**config.mk**
```make
export PLATFORM = sky130hd
export DESIGN_NAME = soft_tlb
export DESIGN_NICKNAME = d
export VERILOG_FILES = /design/src/rtl/tlb_pkg.sv /design/src/rtl/tlb_lfsr.sv /design/src/rtl/tlb_cam.sv /design/src/rtl/tlb_ctrl.sv /design/src/rtl/soft_tlb.sv
export SDC_FILE = /design/constraint.sdc
export NUM_CORES = 1
export LEC_CHECK = 0
export BUFFER_PORTS_ARGS = -buffer_cell sky130_fd_sc_hd__buf_2
export CAP_MARGIN = 20
export CORE_ASPECT_RATIO = 1.4
export CORE_MARGIN = 4
export CORE_UTILIZATION = 54
export CTS_CLUSTER_DIAMETER = 150
export DETAILED_ROUTE_END_ITERATION = 8
export GPL_TIMING_DRIVEN = 0
export PLACE_DENSITY = 0.79
export SLEW_MARGIN = 25
export SYNTH_ARGS = -nofsm -noshare
export SYNTH_HDL_FRONTEND = slang
export SYNTH_SLANG_ARGS = --single-unit
```
**constraint.sdc**
```tcl
create_clock -name clk -period 12.1 [get_ports clk]
set_input_delay 3.025 -clock clk [delete_from_list [all_inputs] [get_ports clk]]
set_output_delay 3.025 -clock clk [all_outputs]
set_load 0.005 [all_outputs]
```
**src/rtl/tlb_pkg.sv**
```systemverilog
package tlb_pkg;
    typedef enum logic [1:0] {
        OP_NONE  = 2'b00,
        OP_WRITE = 2'b01,
        OP_PROBE = 2'b10,
        OP_CLEAR = 2'b11
    } tlb_op_e;

    typedef enum logic [1:0] {
        ST_IDLE,
        ST_WRITE,
        ST_PROBE,
        ST_CLEAR
    } tlb_state_e;

    function automatic logic [7:0] lfsr_taps(input int w);
        case (w)
            2:       return 8'b0000_0011;
            3:       return 8'b0000_0110;
            4:       return 8'b0000_1100;
            5:       return 8'b0001_0100;
            6:       return 8'b0011_0000;
            7:       return 8'b0110_0000;
            8:       return 8'b1011_1000;
            default: return 8'b0000_1100;
        endcase
    endfunction
endpackage

```
**src/rtl/tlb_lfsr.sv**
```systemverilog
module tlb_lfsr #(
    parameter int IDX_W = 3
) (
    input  logic             clk,
    input  logic             rst_n,
    output logic [IDX_W-1:0] slot
);
    import tlb_pkg::*;
    localparam int LW = IDX_W + 1;
    localparam logic [7:0] TAPS8 = lfsr_taps(LW);
    localparam logic [LW-1:0] TAPS = TAPS8[LW-1:0];

    logic [LW-1:0] state_q;
    logic          fb;

    always_comb fb = ^(state_q & TAPS);

    always_ff @(posedge clk or negedge rst_n) begin
        if (!rst_n) state_q <= {{(LW-1){1'b0}}, 1'b1};
        else        state_q <= {state_q[LW-2:0], fb};
    end

    assign slot = state_q[IDX_W-1:0];
endmodule

```
**src/rtl/tlb_cam.sv**
```systemverilog
module tlb_cam #(
    parameter int ENTRIES = 8,
    parameter int VPN_W   = 8,
    parameter int PFN_W   = 8,
    localparam int IDX_W  = $clog2(ENTRIES)
) (
    input  logic             clk,
    input  logic             rst_n,
    input  logic             wr_en,
    input  logic [IDX_W-1:0] wr_idx,
    input  logic [VPN_W-1:0] wr_vpn,
    input  logic [PFN_W-1:0] wr_pfn,
    input  logic             clr_en,
    input  logic [VPN_W-1:0] la_vpn,
    output logic             la_hit,
    output logic [PFN_W-1:0] la_pfn,
    input  logic [VPN_W-1:0] lb_vpn,
    output logic             lb_hit,
    output logic [IDX_W-1:0] lb_idx,
    output logic [PFN_W-1:0] lb_pfn,
    output logic             free_any,
    output logic [IDX_W-1:0] free_idx
);
    logic [ENTRIES-1:0] vld_q;
    logic [VPN_W-1:0]   vpn_q [ENTRIES];
    logic [PFN_W-1:0]   pfn_q [ENTRIES];
    logic [ENTRIES-1:0] match_a, match_b;

    for (genvar g = 0; g < ENTRIES; g++) begin : g_ent
        always_ff @(posedge clk or negedge rst_n) begin
            if (!rst_n) begin
                vld_q[g] <= 1'b0;
                vpn_q[g] <= '0;
                pfn_q[g] <= '0;
            end else if (clr_en) begin
                vld_q[g] <= 1'b0;
            end else if (wr_en && wr_idx == IDX_W'(g)) begin
                vld_q[g] <= 1'b1;
                vpn_q[g] <= wr_vpn;
                pfn_q[g] <= wr_pfn;
            end
        end
        assign match_a[g] = vld_q[g] && (vpn_q[g] == la_vpn);
        assign match_b[g] = vld_q[g] && (vpn_q[g] == lb_vpn);
    end

    always_comb begin
        la_hit = |match_a;
        la_pfn = '0;
        for (int i = 0; i < ENTRIES; i++)
            if (match_a[i]) la_pfn = pfn_q[i];
    end

    always_comb begin
        lb_hit = |match_b;
        lb_idx = '0;
        lb_pfn = '0;
        for (int i = ENTRIES - 1; i >= 0; i--)
            if (match_b[i]) begin
                lb_idx = IDX_W'(i);
                lb_pfn = pfn_q[i];
            end
    end

    always_comb begin
        free_any = ~&vld_q;
        free_idx = '0;
        for (int i = ENTRIES - 1; i >= 0; i--)
            if (!vld_q[i]) free_idx = IDX_W'(i);
    end
endmodule

```
**src/rtl/tlb_ctrl.sv**
```systemverilog
module tlb_ctrl #(
    parameter int ENTRIES = 8,
    parameter int VPN_W   = 8,
    parameter int PFN_W   = 8,
    localparam int IDX_W  = $clog2(ENTRIES),
    localparam int ARG_W  = VPN_W + PFN_W
) (
    input  logic             clk,
    input  logic             rst_n,
    input  logic             op_valid,
    input  logic [1:0]       op_sel,
    input  logic [ARG_W-1:0] op_arg,
    input  logic             key_hit,
    input  logic [IDX_W-1:0] key_idx,
    input  logic [PFN_W-1:0] key_pfn,
    input  logic             free_any,
    input  logic [IDX_W-1:0] free_idx,
    input  logic [IDX_W-1:0] rnd_idx,
    output logic [VPN_W-1:0] key_vpn,
    output logic             wr_en,
    output logic [IDX_W-1:0] wr_idx,
    output logic [PFN_W-1:0] wr_pfn,
    output logic             clr_en,
    output logic             busy,
    output logic             done,
    output logic [ARG_W-1:0] probe_word
);
    import tlb_pkg::*;

    tlb_state_e     state_q, state_d;
    logic [ARG_W-1:0] arg_q;
    tlb_op_e        req;

    assign req = tlb_op_e'(op_sel);

    always_comb begin
        state_d = state_q;
        unique case (state_q)
            ST_IDLE: begin
                if (op_valid) begin
                    unique case (req)
                        OP_WRITE: state_d = ST_WRITE;
                        OP_PROBE: state_d = ST_PROBE;
                        OP_CLEAR: state_d = ST_CLEAR;
                        OP_NONE:  state_d = ST_IDLE;
                    endcase
                end
            end
            ST_WRITE: state_d = ST_IDLE;
            ST_PROBE: state_d = ST_IDLE;
            ST_CLEAR: state_d = ST_IDLE;
        endcase
    end

    always_ff @(posedge clk or negedge rst_n) begin
        if (!rst_n) state_q <= ST_IDLE;
        else        state_q <= state_d;
    end

    always_comb begin
        key_vpn = arg_q[ARG_W-1:PFN_W];
        wr_pfn  = arg_q[PFN_W-1:0];
        wr_en   = 1'b0;
        clr_en  = 1'b0;
        busy    = 1'b1;
        if (key_hit)       wr_idx = key_idx;
        else if (free_any) wr_idx = free_idx;
        else               wr_idx = rnd_idx;
        unique case (state_q)
            ST_IDLE:  busy   = 1'b0;
            ST_WRITE: wr_en  = 1'b1;
            ST_PROBE: ;
            ST_CLEAR: clr_en = 1'b1;
        endcase
    end

    always_ff @(posedge clk or negedge rst_n) begin
        if (!rst_n) begin
            arg_q      <= '0;
            done       <= 1'b0;
            probe_word <= '0;
        end else begin
            done <= (state_q != ST_IDLE);
            if (state_q == ST_IDLE && op_valid) arg_q <= op_arg;
            if (state_q == ST_PROBE)
                probe_word <= key_hit ? {key_vpn, key_pfn} : '0;
        end
    end
endmodule

```
**src/rtl/soft_tlb.sv**
```systemverilog
module soft_tlb #(
    parameter int ENTRIES = 8,
    parameter int VA_W    = 16,
    parameter int OFF_W   = 8,
    localparam int VPN_W  = VA_W - OFF_W,
    localparam int PFN_W  = VPN_W,
    localparam int IDX_W  = $clog2(ENTRIES)
) (
    input  logic            clk,
    input  logic            rst_n,
    input  logic            kmode,
    input  logic            va_valid,
    input  logic [VA_W-1:0] va,
    output logic [VA_W-1:0] pa,
    output logic            miss_user,
    output logic            miss_kernel,
    input  logic            op_valid,
    input  logic [1:0]      op_sel,
    input  logic [VA_W-1:0] op_arg,
    output logic            op_busy,
    output logic            op_done,
    output logic [VA_W-1:0] probe_word
);
    logic             wr_en, clr_en, la_hit, lb_hit, free_any;
    logic [IDX_W-1:0] wr_idx, lb_idx, free_idx, rnd_idx;
    logic [VPN_W-1:0] key_vpn;
    logic [PFN_W-1:0] wr_pfn, la_pfn, lb_pfn;
    logic             mapped;

    tlb_lfsr #(.IDX_W(IDX_W)) u_rnd (
        .clk(clk), .rst_n(rst_n), .slot(rnd_idx)
    );

    tlb_cam #(.ENTRIES(ENTRIES), .VPN_W(VPN_W), .PFN_W(PFN_W)) u_cam (
        .clk(clk), .rst_n(rst_n),
        .wr_en(wr_en), .wr_idx(wr_idx), .wr_vpn(key_vpn), .wr_pfn(wr_pfn),
        .clr_en(clr_en),
        .la_vpn(va[VA_W-1:OFF_W]), .la_hit(la_hit), .la_pfn(la_pfn),
        .lb_vpn(key_vpn), .lb_hit(lb_hit), .lb_idx(lb_idx), .lb_pfn(lb_pfn),
        .free_any(free_any), .free_idx(free_idx)
    );

    tlb_ctrl #(.ENTRIES(ENTRIES), .VPN_W(VPN_W), .PFN_W(PFN_W)) u_ctrl (
        .clk(clk), .rst_n(rst_n),
        .op_valid(op_valid), .op_sel(op_sel), .op_arg(op_arg),
        .key_hit(lb_hit), .key_idx(lb_idx), .key_pfn(lb_pfn),
        .free_any(free_any), .free_idx(free_idx), .rnd_idx(rnd_idx),
        .key_vpn(key_vpn), .wr_en(wr_en), .wr_idx(wr_idx), .wr_pfn(wr_pfn),
        .clr_en(clr_en), .busy(op_busy), .done(op_done),
        .probe_word(probe_word)
    );

    always_comb begin
        mapped      = !kmode || va[VA_W-1];
        miss_user   = 1'b0;
        miss_kernel = 1'b0;
        if (!mapped)     pa = va;
        else if (la_hit) pa = {la_pfn, va[OFF_W-1:0]};
        else begin
            pa          = '0;
            miss_user   = va_valid && !kmode;
            miss_kernel = va_valid && kmode;
        end
    end
endmodule

```
==> metrics.md <==
| Metric | Value |
|---|---|
| Status | complete, no violations |
| Ys Warns | 0 |
| Hold depth | 0 |
| Design area | 10900 um^2 |
| Number of synthesized flops with an enable pin | 0 |
| Worst hold endpoint | u_rnd.state_q[2] |
| Clk pin slew, worst setup/hold paths | 0.06 ns |
| Total number of vias | about 7500 |
| Total track usage | 0.271 |
| GR Util met1 | 0.305 |
| CP max stage cell | nor4b_1 |
| Final setup fails | 0 |
| DRT Pass-1 Iters | 7 |
| Post-DP HPWL | 19.5 mm |
| Max-Cap Viols | 0 |
| Slew at the pin closest to its max-slew limit | a little over 1 ns |
| Hold_sp | u_rnd.state_q[1] |
| Commonest non-fill, non-tap cell in the layout | dfrtp_1 |
| R2R depth | 10 |
| Period utilisation layout | 0.772 |
| Inserted Diodes | 0 |
| # resized after CTS | 0 |
| Number of global-route vias before repair | between 7000 and 8000 |
| CP peak stage delay | a little over 0.8 ns |
| Global-route wire length before repair | 41.7 mm |
| Comb power frac | 0.279 |
| Starting density of the core | 0.553 |
| Min cycle time layout | 9.34 ns |
| Power Dens Cells | 183 nW/um^2 |
| Synth Area per Inst | 11.2 um^2 |
| R2R setup slack | roughly 8.4 ns |
| Pleak | 4.74 nW |
| Switching share of power | 0.330 |
| Largest net degree at the start of global routing | 98 |
| Post-DP Area | 10300 um^2 |
| Post-synth cell types | 58 |
| Die width | 121 um |
| R2R Path Start | u_ctrl.arg_q[15] |
| Cell internal pwr | 1.34 mW |
| Clk Latency, worst-skew pair | 0.44 ns |
| Switching power | 0.660 mW |
| Vias per cell | about 6.2 |
| Worst clock skew | 0.0112 ns |
| Hold Fails Final Rpt | 0 |
| Final TNS setup | 0 ns |
| Gr ovfl total | 0 |
| Site Rows | 57 |
| Async set-reset flop share out of synthesis | 1.00 |
| Met2 Track Usage GR | 0.462 |
| CP cell instances | clkbuf_1, xnor2_1, nand4_1, nor4b_1, nor3_1, nand4_1, or2_2, clkbuf_1, and2_1, buf_2 |
| Num CTS Buffers | 17 |
| Tot Pwr | 2.00 mW |
| Filler cell count | 1420 |
| Critical path fanouts, max | 9 |
| Unrepaired setup endpoints after global routing | no |
| H-tree depth | 4 |
| Hold slack | 0.381 ns |
| Final WL | 26.6 mm |
| Initial antenna violation count | 0 |
| Post-Syn Area | 9620 um^2 |
| Die Height | between 150 and 200 um |
| Mapped Cells | 858 |
| Grt met3 use | 0.0538 |
| Most frequent cells in the layout | dfrtp_1 (174), mux2_2 (118), xnor2_1 (117), nand2_1 (74), buf_2 (70) |
| Detail Route Antenna Nets | 0 |
| Core ar. | 17400 um^2 |
| CP bufs+invs | 3 |
| Synth Register Bits | 175 |
| Final Slew Violations | 0 |
| Arrival @ worst endpoint | 6.31 ns |
| Initial DRC Count | roughly 630 |
| GRT busiest layer | met2 |
| Avg WL per Cell | about 22 um |
| Layout cell share with drive strength beyond 1 | 0.278 |
| Die footprint | 20000 um^2 |
| Ports | 75 |
| Area delta synth->final | 13.6% |
| Port Buf Inserts | 66 |
| Nets | 985 |
| Hold Crit Class | flip-flop to flip-flop |
| Register area share after synthesis | 0.455 |
| Post-CTS Setup Bufs | 0 |
| Net Count, Synth | approximately 900 |
| RR Endpoint | u_cam.vpn_q[13] |
| GP Congestion | 0.973 |
| Clock power frac | 0.274 |
| Relative slew slack | 0.314 |
| CTS tree | built |
| Clock sinks | between 150 and 200 |
| # DRC | 0 |
| CTS root buffer | clkbuf_16 |
| Post-CTS Hold Buffers | 0 |
| Crit path max-delay family | simple AND/OR/NAND/NOR gates |
| CP Capture Type | output port |
| Leading register cell type out of synthesis | dfrtp_1 |
| Crit Path Class | primary input to output port |
| Maximum VDD drop | 0.114 mV |
| Fmax | around 0.11 GHz |
| Register share of total power | 0.448 |
| Worst Setup Start Kind | primary input |
| Final core utilization | 0.628 |
| CTS Buffer Depth | 2 |
| Critical Path RT | 9.07 ns |
## power groups by stage
| stage | Sequential [mW] | Combinational (mW) | Clock (mW) |
|---|---|---|---|
| after floorplan | 0.849 | 0.440 | 0 |
| after global placement | 0.888 | 0.529 | 0 |
| after detailed placement | 0.897 | 0.550 | 0 |
| after CTS | 0.889 | 0.555 | 0.551 |
| after global routing | 0.913 | 0.604 | 0.575 |
| final | 0.894 | 0.557 | 0.547 |
## metrics by stage
stage / worst slack [ns] / cells
after floorplan: 3.76 / 858
after detailed placement: 2.87 / 1163
after CTS: 2.87 / 1195
final: 2.76 / 1195
after global routing: 2.58 / 1195
after global placement: 2.33 / 1160
## flip-flops by register name, summed over array words and instances (netlist names)
register	flops
u_cam.pfn_q	64
u_cam.vld_q	8
u_cam.vpn_q	64
u_ctrl.arg_q	16
u_ctrl.done	1
u_ctrl.probe_word	16
u_ctrl.state_q	2
u_rnd.state_q	4
## final cells by class
type	count	area, um^2	area share
Multi-Input combinational cell	618	4970	0.454
Clock inverter	12	136	0.0125
Clock buffer	20	447	0.0409
Inverter	13	48.8	0.00446
Timing Repair Buffer	69	400	0.0366
Tap cell	236	295	0.0270
Buffer	52	256	0.0235
Sequential cell	175	4380	0.401
## per-layer routing
layer,part of all wire,routed length (um)
met3,0.052,1370
met5,0,0
met2,0.51,13600
met1,0.37,9860
met4,0.067,1790
## worst reg2reg max path: stages, from the launching register on
cell,delay [ns]
dfrtp_1,0.36
buf_4,0.20
xnor2_1,0.23
nand3_1,0.11
nor3_1,0.58
or2_2,0.26
o211ai_1,0.17
or3b_1,0.50
nor3b_4,0.57
buf_6,0.26
mux2_1,0.34
## how the worst max path moves through the flow
stage                start     to  slack (ns)  cells after the start
finish               va[9]  pa[4]        2.76                     10
global route         va[9]  pa[4]        2.58                     10
CTS                 va[10]  pa[4]        2.87                     10
detailed placement  va[10]  pa[4]        2.87                     10
global placement     va[9]  pa[4]        2.33                     10
floorplan           va[15]  pa[0]        3.76                      9
## cells in the mapped netlist, drive strengths merged, types with 2 or more instances
cell	instances	area share
nor4b	2	0.0018
o31ai	4	0.0046
a21o	4	0.0031
nor2	18	0.0070
o2111ai	5	0.0046
a211oi	7	0.0068
a221oi	7	0.0064
xnor2	117	0.11
mux2i	5	0.0052
nor4	5	0.0033
o21bai	4	0.0035
mux2	145	0.17
nand2	74	0.029
clkbuf	34	0.013
nor3b	6	0.0082
a22o	10	0.0091
a21oi	9	0.0047
inv	13	0.0051
and2	13	0.0085
nand3	28	0.015
o221ai	5	0.0046
a211o	3	0.0027
nor2b	4	0.0026
o22ai	9	0.0059
or3	6	0.0044
a31oi	5	0.0033
nand4	28	0.019
a32o	3	0.0031
nor3	19	0.012
a22oi	6	0.0047
dfrtp	174	0.45
nand3b	10	0.0078
or3b	2	0.0018
xor2	12	0.011
or2	3	0.0020
o21ai	14	0.0073
o211ai	21	0.016
buf	18	0.013
## cells by family after synthesis
logic type,synth area share
simple gates,0.124
flops,0.455
xor+xnor,0.117
compound gates,0.0935
mux,0.178
buf+inv,0.0317
(Power assumes the default switching activity.)
